===== config.mk =====
export PLATFORM = sky130hd
export DESIGN_NAME = servo_pulse_bank
export DESIGN_NICKNAME = d
export VERILOG_FILES = /design/src/rtl/servo_pkg.sv /design/src/rtl/servo_regs.sv /design/src/rtl/servo_frame.sv /design/src/rtl/servo_channel.sv /design/src/rtl/servo_pulse_bank.sv
export SDC_FILE = /design/constraint.sdc
export NUM_CORES = 1
export LEC_CHECK = 0
export BUFFER_PORTS_ARGS = -buffer_cell sky130_fd_sc_hd__buf_4
export CAP_MARGIN = 10
export CORE_MARGIN = 2
export CORE_UTILIZATION = 50
export CTS_BUF_LIST = sky130_fd_sc_hd__clkbuf_2
export DETAILED_ROUTE_END_ITERATION = 10
export PLACE_DENSITY = 0.74
export SKIP_CTS_REPAIR_TIMING = 1
export SLEW_MARGIN = 25
export SYNTH_ARGS = -nofsm -noshare
export SYNTH_HDL_FRONTEND = slang
export SYNTH_SLANG_ARGS = --single-unit

===== constraint.sdc =====
create_clock -name clk -period 4.1 [get_ports clk]
set_input_delay 0.205 -clock clk [delete_from_list [all_inputs] [get_ports clk]]
set_output_delay 0.205 -clock clk [all_outputs]
set_load 0.05 [all_outputs]

===== src/rtl/servo_pkg.sv =====
package servo_pkg;

    typedef enum logic [0:0] {
        FRAME_HALT = 1'b0,
        FRAME_RUN  = 1'b1
    } frame_state_e;

    localparam int OFF_PERIOD  = 0;
    localparam int OFF_CONFIG  = 1;
    localparam int OFF_ON_BASE = 2;

endpackage


===== src/rtl/servo_regs.sv =====
module servo_regs
    import servo_pkg::*;
#(
    parameter int          NUM_CH         = 8,
    parameter int          DATA_W         = 32,
    parameter int          ADDR_W         = 8,
    parameter int unsigned DEFAULT_PERIOD = 1000000
) (
    input  logic                           clk,
    input  logic                           rst_n,
    input  logic                           wr_en,
    input  logic [ADDR_W-1:0]              addr,
    input  logic [DATA_W-1:0]              wr_data,
    output logic [DATA_W-1:0]              rd_data,
    output logic [DATA_W-1:0]              period_q,
    output logic [NUM_CH-1:0][DATA_W-1:0]  on_q,
    output logic [NUM_CH-1:0]              ch_en_q,
    output logic                           glb_en_q
);
    localparam int GLB_BIT = DATA_W - 1;

    logic [DATA_W-1:0] rd_next;

    always_ff @(posedge clk or negedge rst_n) begin
        if (!rst_n) begin
            period_q <= DATA_W'(DEFAULT_PERIOD);
        end else if (wr_en && addr == ADDR_W'(OFF_PERIOD)) begin
            period_q <= wr_data;
        end
    end

    always_ff @(posedge clk or negedge rst_n) begin
        if (!rst_n) begin
            ch_en_q  <= '0;
            glb_en_q <= 1'b0;
        end else if (wr_en && addr == ADDR_W'(OFF_CONFIG)) begin
            ch_en_q  <= wr_data[NUM_CH-1:0];
            glb_en_q <= wr_data[GLB_BIT];
        end
    end

    for (genvar c = 0; c < NUM_CH; c++) begin : g_on
        always_ff @(posedge clk or negedge rst_n) begin
            if (!rst_n) begin
                on_q[c] <= '0;
            end else if (wr_en && addr == ADDR_W'(OFF_ON_BASE + c)) begin
                on_q[c] <= wr_data;
            end
        end
    end

    always_comb begin
        rd_next = '0;
        if (addr == ADDR_W'(OFF_PERIOD)) begin
            rd_next = period_q;
        end
        if (addr == ADDR_W'(OFF_CONFIG)) begin
            rd_next[NUM_CH-1:0] = ch_en_q;
            rd_next[GLB_BIT]    = glb_en_q;
        end
        for (int c = 0; c < NUM_CH; c++) begin
            if (addr == ADDR_W'(OFF_ON_BASE + c)) begin
                rd_next = on_q[c];
            end
        end
    end

    always_ff @(posedge clk or negedge rst_n) begin
        if (!rst_n) begin
            rd_data <= '0;
        end else begin
            rd_data <= rd_next;
        end
    end

    // a period write lands in the register on the write clock
    assert_period_write_R2: assert property (@(posedge clk) disable iff (!rst_n)
        (wr_en && addr == ADDR_W'(OFF_PERIOD)) |=> (period_q == $past(wr_data)));

endmodule


===== src/rtl/servo_frame.sv =====
module servo_frame
    import servo_pkg::*;
#(
    parameter int          DATA_W         = 32,
    parameter int unsigned DEFAULT_PERIOD = 1000000
) (
    input  logic              clk,
    input  logic              rst_n,
    input  logic              glb_en,
    input  logic [DATA_W-1:0] period_in,
    output logic [DATA_W-1:0] cnt_o,
    output logic [DATA_W-1:0] act_period_o,
    output logic              load_o,
    output logic              run_o
);
    frame_state_e      state_q, state_d;
    logic [DATA_W-1:0] cnt_q;
    logic [DATA_W-1:0] act_period_q;
    logic [DATA_W:0]   cnt_inc;
    logic              wrap;

    assign cnt_inc = {1'b0, cnt_q} + 1'b1;
    assign wrap    = cnt_inc >= {1'b0, act_period_q};

    always_comb begin
        state_d = state_q;
        unique case (state_q)
            FRAME_HALT: if (glb_en)  state_d = FRAME_RUN;
            FRAME_RUN:  if (!glb_en) state_d = FRAME_HALT;
            default:                 state_d = FRAME_HALT;
        endcase
    end

    always_ff @(posedge clk or negedge rst_n) begin
        if (!rst_n) begin
            state_q <= FRAME_HALT;
        end else begin
            state_q <= state_d;
        end
    end

    always_comb begin
        run_o  = (state_q == FRAME_RUN);
        load_o = (state_q == FRAME_HALT) || (glb_en && wrap);
    end

    always_ff @(posedge clk or negedge rst_n) begin
        if (!rst_n) begin
            cnt_q        <= '0;
            act_period_q <= DATA_W'(DEFAULT_PERIOD);
        end else begin
            if (run_o && glb_en && !wrap) begin
                cnt_q <= cnt_inc[DATA_W-1:0];
            end else begin
                cnt_q <= '0;
            end
            if (load_o) begin
                act_period_q <= period_in;
            end
        end
    end

    assign cnt_o        = cnt_q;
    assign act_period_o = act_period_q;

    // halted frame keeps the count at zero
    assert_halt_zero_R7: assert property (@(posedge clk) disable iff (!rst_n)
        (state_q == FRAME_HALT) |-> (cnt_q == '0));

    // running count stays inside the working period
    assert_count_bound_R4: assert property (@(posedge clk) disable iff (!rst_n)
        (run_o && act_period_q > DATA_W'(1)) |-> (cnt_q < act_period_q));

    // a wrap restarts the frame at zero
    assert_wrap_restart_R4: assert property (@(posedge clk) disable iff (!rst_n)
        (run_o && glb_en && wrap) |=> (cnt_q == '0));

    // degenerate period holds count at zero
    assert_tiny_period_R9: assert property (@(posedge clk) disable iff (!rst_n)
        (act_period_q <= DATA_W'(1)) |-> (cnt_q == '0));

endmodule


===== src/rtl/servo_channel.sv =====
module servo_channel #(
    parameter int DATA_W = 32
) (
    input  logic              clk,
    input  logic              rst_n,
    input  logic              load,
    input  logic              run,
    input  logic              glb_en,
    input  logic              ch_en,
    input  logic [DATA_W-1:0] on_in,
    input  logic [DATA_W-1:0] cnt,
    input  logic [DATA_W-1:0] act_period,
    output logic              pulse
);
    logic [DATA_W-1:0] act_on_q;

    always_ff @(posedge clk or negedge rst_n) begin
        if (!rst_n) begin
            act_on_q <= '0;
        end else if (load) begin
            act_on_q <= on_in;
        end
    end

    assign pulse = run && glb_en && ch_en && (cnt < act_on_q);

    // working on-time only changes at a frame start
    assert_hold_between_frames_R6: assert property (@(posedge clk) disable iff (!rst_n)
        !load |=> $stable(act_on_q));

    // zero on-time never pulses
    assert_zero_low_R5: assert property (@(posedge clk) disable iff (!rst_n)
        (act_on_q == '0) |-> !pulse);

    // on-time covering the frame always pulses when enabled
    assert_full_high_R5: assert property (@(posedge clk) disable iff (!rst_n)
        (run && glb_en && ch_en && act_on_q != '0 && act_on_q >= act_period) |-> pulse);

endmodule


===== src/rtl/servo_pulse_bank.sv =====
module servo_pulse_bank
    import servo_pkg::*;
#(
    parameter int          NUM_CH         = 8,
    parameter int          DATA_W         = 32,
    parameter int          ADDR_W         = 8,
    parameter int unsigned DEFAULT_PERIOD = 1000000
) (
    input  logic              clk,
    input  logic              rst_n,
    input  logic              wr_en,
    input  logic [ADDR_W-1:0] addr,
    input  logic [DATA_W-1:0] wr_data,
    output logic [DATA_W-1:0] rd_data,
    output logic [NUM_CH-1:0] pulse_o
);
    logic [DATA_W-1:0]             period_q;
    logic [NUM_CH-1:0][DATA_W-1:0] on_q;
    logic [NUM_CH-1:0]             ch_en_q;
    logic                          glb_en_q;
    logic [DATA_W-1:0]             cnt;
    logic [DATA_W-1:0]             act_period;
    logic                          load;
    logic                          run;

    servo_regs #(
        .NUM_CH(NUM_CH), .DATA_W(DATA_W), .ADDR_W(ADDR_W), .DEFAULT_PERIOD(DEFAULT_PERIOD)
    ) u_regs (
        .clk(clk), .rst_n(rst_n), .wr_en(wr_en), .addr(addr), .wr_data(wr_data),
        .rd_data(rd_data), .period_q(period_q), .on_q(on_q),
        .ch_en_q(ch_en_q), .glb_en_q(glb_en_q)
    );

    servo_frame #(
        .DATA_W(DATA_W), .DEFAULT_PERIOD(DEFAULT_PERIOD)
    ) u_frame (
        .clk(clk), .rst_n(rst_n), .glb_en(glb_en_q), .period_in(period_q),
        .cnt_o(cnt), .act_period_o(act_period), .load_o(load), .run_o(run)
    );

    for (genvar c = 0; c < NUM_CH; c++) begin : g_ch
        servo_channel #(.DATA_W(DATA_W)) u_ch (
            .clk(clk), .rst_n(rst_n), .load(load), .run(run),
            .glb_en(glb_en_q), .ch_en(ch_en_q[c]), .on_in(on_q[c]),
            .cnt(cnt), .act_period(act_period), .pulse(pulse_o[c])
        );
    end

    // a line is only high with its own and the global enable set
    assert_enable_gate_R3: assert property (@(posedge clk) disable iff (!rst_n)
        (pulse_o != '0) |-> (glb_en_q && ((pulse_o & ~ch_en_q) == '0)));

endmodule


==> impl_metrics.ini <==
[synthesis]
yosys_warnings = 0
seq_area_frac_synth_pct = 47.0
synth_cell_types = 69
synth_edf_count = 0
syn_inst = 2693
netlist_area_sq_um = 34600
synth_ff_type = dfrtp_1
yosys_register_bits = 650
async_flop_share_pct = 100
syn_area_per_cell_sq_um = 12.9
syn_nets = 3017

[final_layout]
final_cell_area_sq_um = 40500
layout_common_cells = dfrtp_1, mux2_2, inv_1, ha_1, clkbuf_2
final_cells = 4116
drive_above_1_share_pct = 38.5
area_delta_synth_final_pct = 16.8
nets = 3373
final_common_cell = dfrtp_1
final.fill_count = 5428
fin_util_pct = 59.0

[routing]
final_antenna_net_count = 0
vias = 23700
viasPerCell = 5.77
drt_iter0_drc = 1897
finalWirelength_microns = 99800
remaining_drc_errors = 0
drt_pass1_iterations = 5
drt-wirelength-per-cell_microns = 24.2

[die]
fp-row-count = 96
pin_count = 83
die_y_microns = 267
die_w_microns = 267
dieArea_sq_um = 71400
start_util_pct = 50.5
core_sq_um = 68600

[timing]
relSlewSlack_pct = 36.0
setup_slack_ns = -0.0629
finalHoldViolCount = 0
post-route-min-period_ns = 4.16
post-route-period-util_pct = 102
rsz0062_at_grt = true
setup_viol_count_final = 47
tightestPinTransition_ns = 0.960
fin_skew_ns = 0.115
fmax_mhz = 240
setup_tns_ns = -1.21
report.final.slew_viol_count = 0

[global_routing]
antenna_found_initial = 1
grt_pass1_vias = 24100
grtUsageTotal_pct = 27.0
grt_max_degree = 117
overflow = 0
grt_pass1_wl_microns = 145000

[run_status]
status = complete, but fails checks
violations = setup timing

[power]
p_sw_uw = 3950
swShare_pct = 29.8
p_per_area_nw_per_um2 = 328
clockPowerShare_pct = 34.8
power_frac_seq_pct = 52.1
finalPower_uw = 13300
irDropWorstVdd_uv = 201
power.leakage_uw = 0.0201
p_int_uw = 9320
combPwrFrac_pct = 13.0

[worst_setup_path]
critPathRequiredTime_ns = 5.29
worstSetupStartpoint = u_frame.cnt_o[9]
r2r-start = u_frame.cnt_o[9]
crit_path_end_kind = flip-flop
critPathArrivalTime_ns = 5.36
startpoint_type = flip-flop
crit_type = flip-flop to flip-flop
worstPathMaxFanout = 8

[worst_hold_path]
min-delay-start = addr[3]
min_path_type = primary input to flip-flop

[place]
io_buffers = 82
dp.cells = 3681
hpwl_microns = 65400
post_dp_cell_area_sq_um = 36400
gp_congestion = 0.918

[clocking]
clkLatencyLatePin_ns = 1.41
cts_inserted_buffers = 167
clock-sinks = 650
cts_tree = done
clockRootBuffer = clkbuf_2
clk_pin_slew_ns = 0.11
htreeDepth = 4
cts_buffer_depth = 3

[run]
maxCapViolCount = 0
[power by group through the flow]
| stage | logic, uW | registers [uW] | clock network [uW] |
|---|---|---|---|
| 5_1_grt | 1840 | 6950 | 5060 |
| 3_5_place_dp | 1430 | 7040 | 0 |
| 3_3_place_gp | 1390 | 7020 | 0 |
| 2_1_floorplan | 912 | 6950 | 0 |
| 6_report | 1730 | 6920 | 4620 |
| 4_1_cts | 1440 | 6910 | 4710 |
[worst max-delay path, cell delays in order (launching register included)]
cell and delay [ns]:
dfrtp_1 0.39, and4_1 0.27, nand3_1 0.12, or4_4 0.60, nand2b_4 0.22, nor2_4 0.14
xor2_2 0.17, ha_1 0.29, nand4_1 0.12, nor4_1 0.06, a21o_1 0.19, a41oi_2 0.16
o211ai_2 0.15, a21boi_4 0.29, buf_6 0.16, clkbuf_16 0.19, buf_16 0.15, mux2_4 0.30
[per-stage QoR]
| stage | hold slack [ns] | setup slack, ns |
|---|---|---|
| 6_report | 0.0959 | -0.0629 |
| 5_1_grt | 0.0307 | -0.171 |
| 4_1_cts | -1.17 | -1.10 |
| 3_5_place_dp | 0.355 | -0.0328 |
| 3_3_place_gp | 0.346 | 0.0381 |
| 2_1_floorplan | -0.0906 | 0.000850 |
[synth_stat cells, drive strengths merged, types with 6 or more instances]
library cell / count / share of area, %
a2111oi: 12 / 0.30
a211oi: 10 / 0.23
a21o: 88 / 1.9
a21oi: 66 / 0.95
a221o: 19 / 0.55
a221oi: 12 / 0.30
a22oi: 32 / 0.69
a31oi: 15 / 0.27
buf: 80 / 2.3
clkbuf: 38 / 0.41
dfrtp: 636 / 46
dfstp: 14 / 1.1
ha: 281 / 10
inv: 296 / 3.2
mux2: 608 / 22
mux4: 26 / 1.7
nand2: 60 / 0.65
nand2b: 11 / 0.22
nand3: 31 / 0.48
nand4: 60 / 1.1
nor2: 54 / 0.59
nor2b: 45 / 0.81
nor3: 17 / 0.25
o211ai: 6 / 0.14
o21a: 10 / 0.22
o21ai: 79 / 1.1
xnor2: 16 / 0.40
xor2: 14 / 0.35
[kinds of logic after synthesis]
logic type      count (synthesis)  synth area share, %
fa+ha+maj                     281                 10.2
compound gates                375                 7.36
mux                           637                 23.9
xor+xnor                       30                0.759
simple gates                  306                 4.88
flops                         650                 47.0
buf+inv                       414                 5.89
[worst paths after layout]
path / end / slack [ns] / depth (start not counted)
max: g_ch[6].u_ch.act_on_q[17] / -0.06 / 17
min: u_regs.rd_data[12] / 0.1 / 4
max reg2reg: g_ch[6].u_ch.act_on_q[17] / -0.06 / 17
min reg2reg: g_ch[2].u_ch.act_on_q[2] / 0.47 / 1
max in group asynchronous: u_regs.on_q[91] / 2.44 / 7
min in group asynchronous: g_ch[2].u_ch.act_on_q[0] / 0.44 / 5
[registers in the layout, indices dropped and copies added (netlist names)]
register,flops
u_regs.ch_en_q,8
u_frame.act_period_o,32
u_regs.rd_data,32
u_regs.period_q,32
g_ch.u_ch.act_on_q,256
u_frame.run_o,1
u_regs.on_q,256
u_frame.cnt_o,32
u_regs.glb_en_q,1
[area by class of cell]
type / instances / area (sq um) / area share [%]
multi-input cells: 1629 / 17100 / 42.3
well taps: 931 / 1160 / 2.88
clock buffers: 250 / 1250 / 3.09
flip-flops and latches: 650 / 16300 / 40.3
inverters: 296 / 1110 / 2.75
clock inverters: 54 / 312 / 0.770
repair buffers: 305 / 3220 / 7.96
diodes: 1 / 2.50 / 0.00619
[per-layer routing]
layer	share of wire, %	up-vias	GRT usage, %
li1	-	10400	-
met1	43	12200	36.8
met2	47	863	42.2
met3	6.6	206	5.43
met4	3.9	0	11.1
met5	0	-	0
Note: power is estimated with default switching activity, not from simulation.
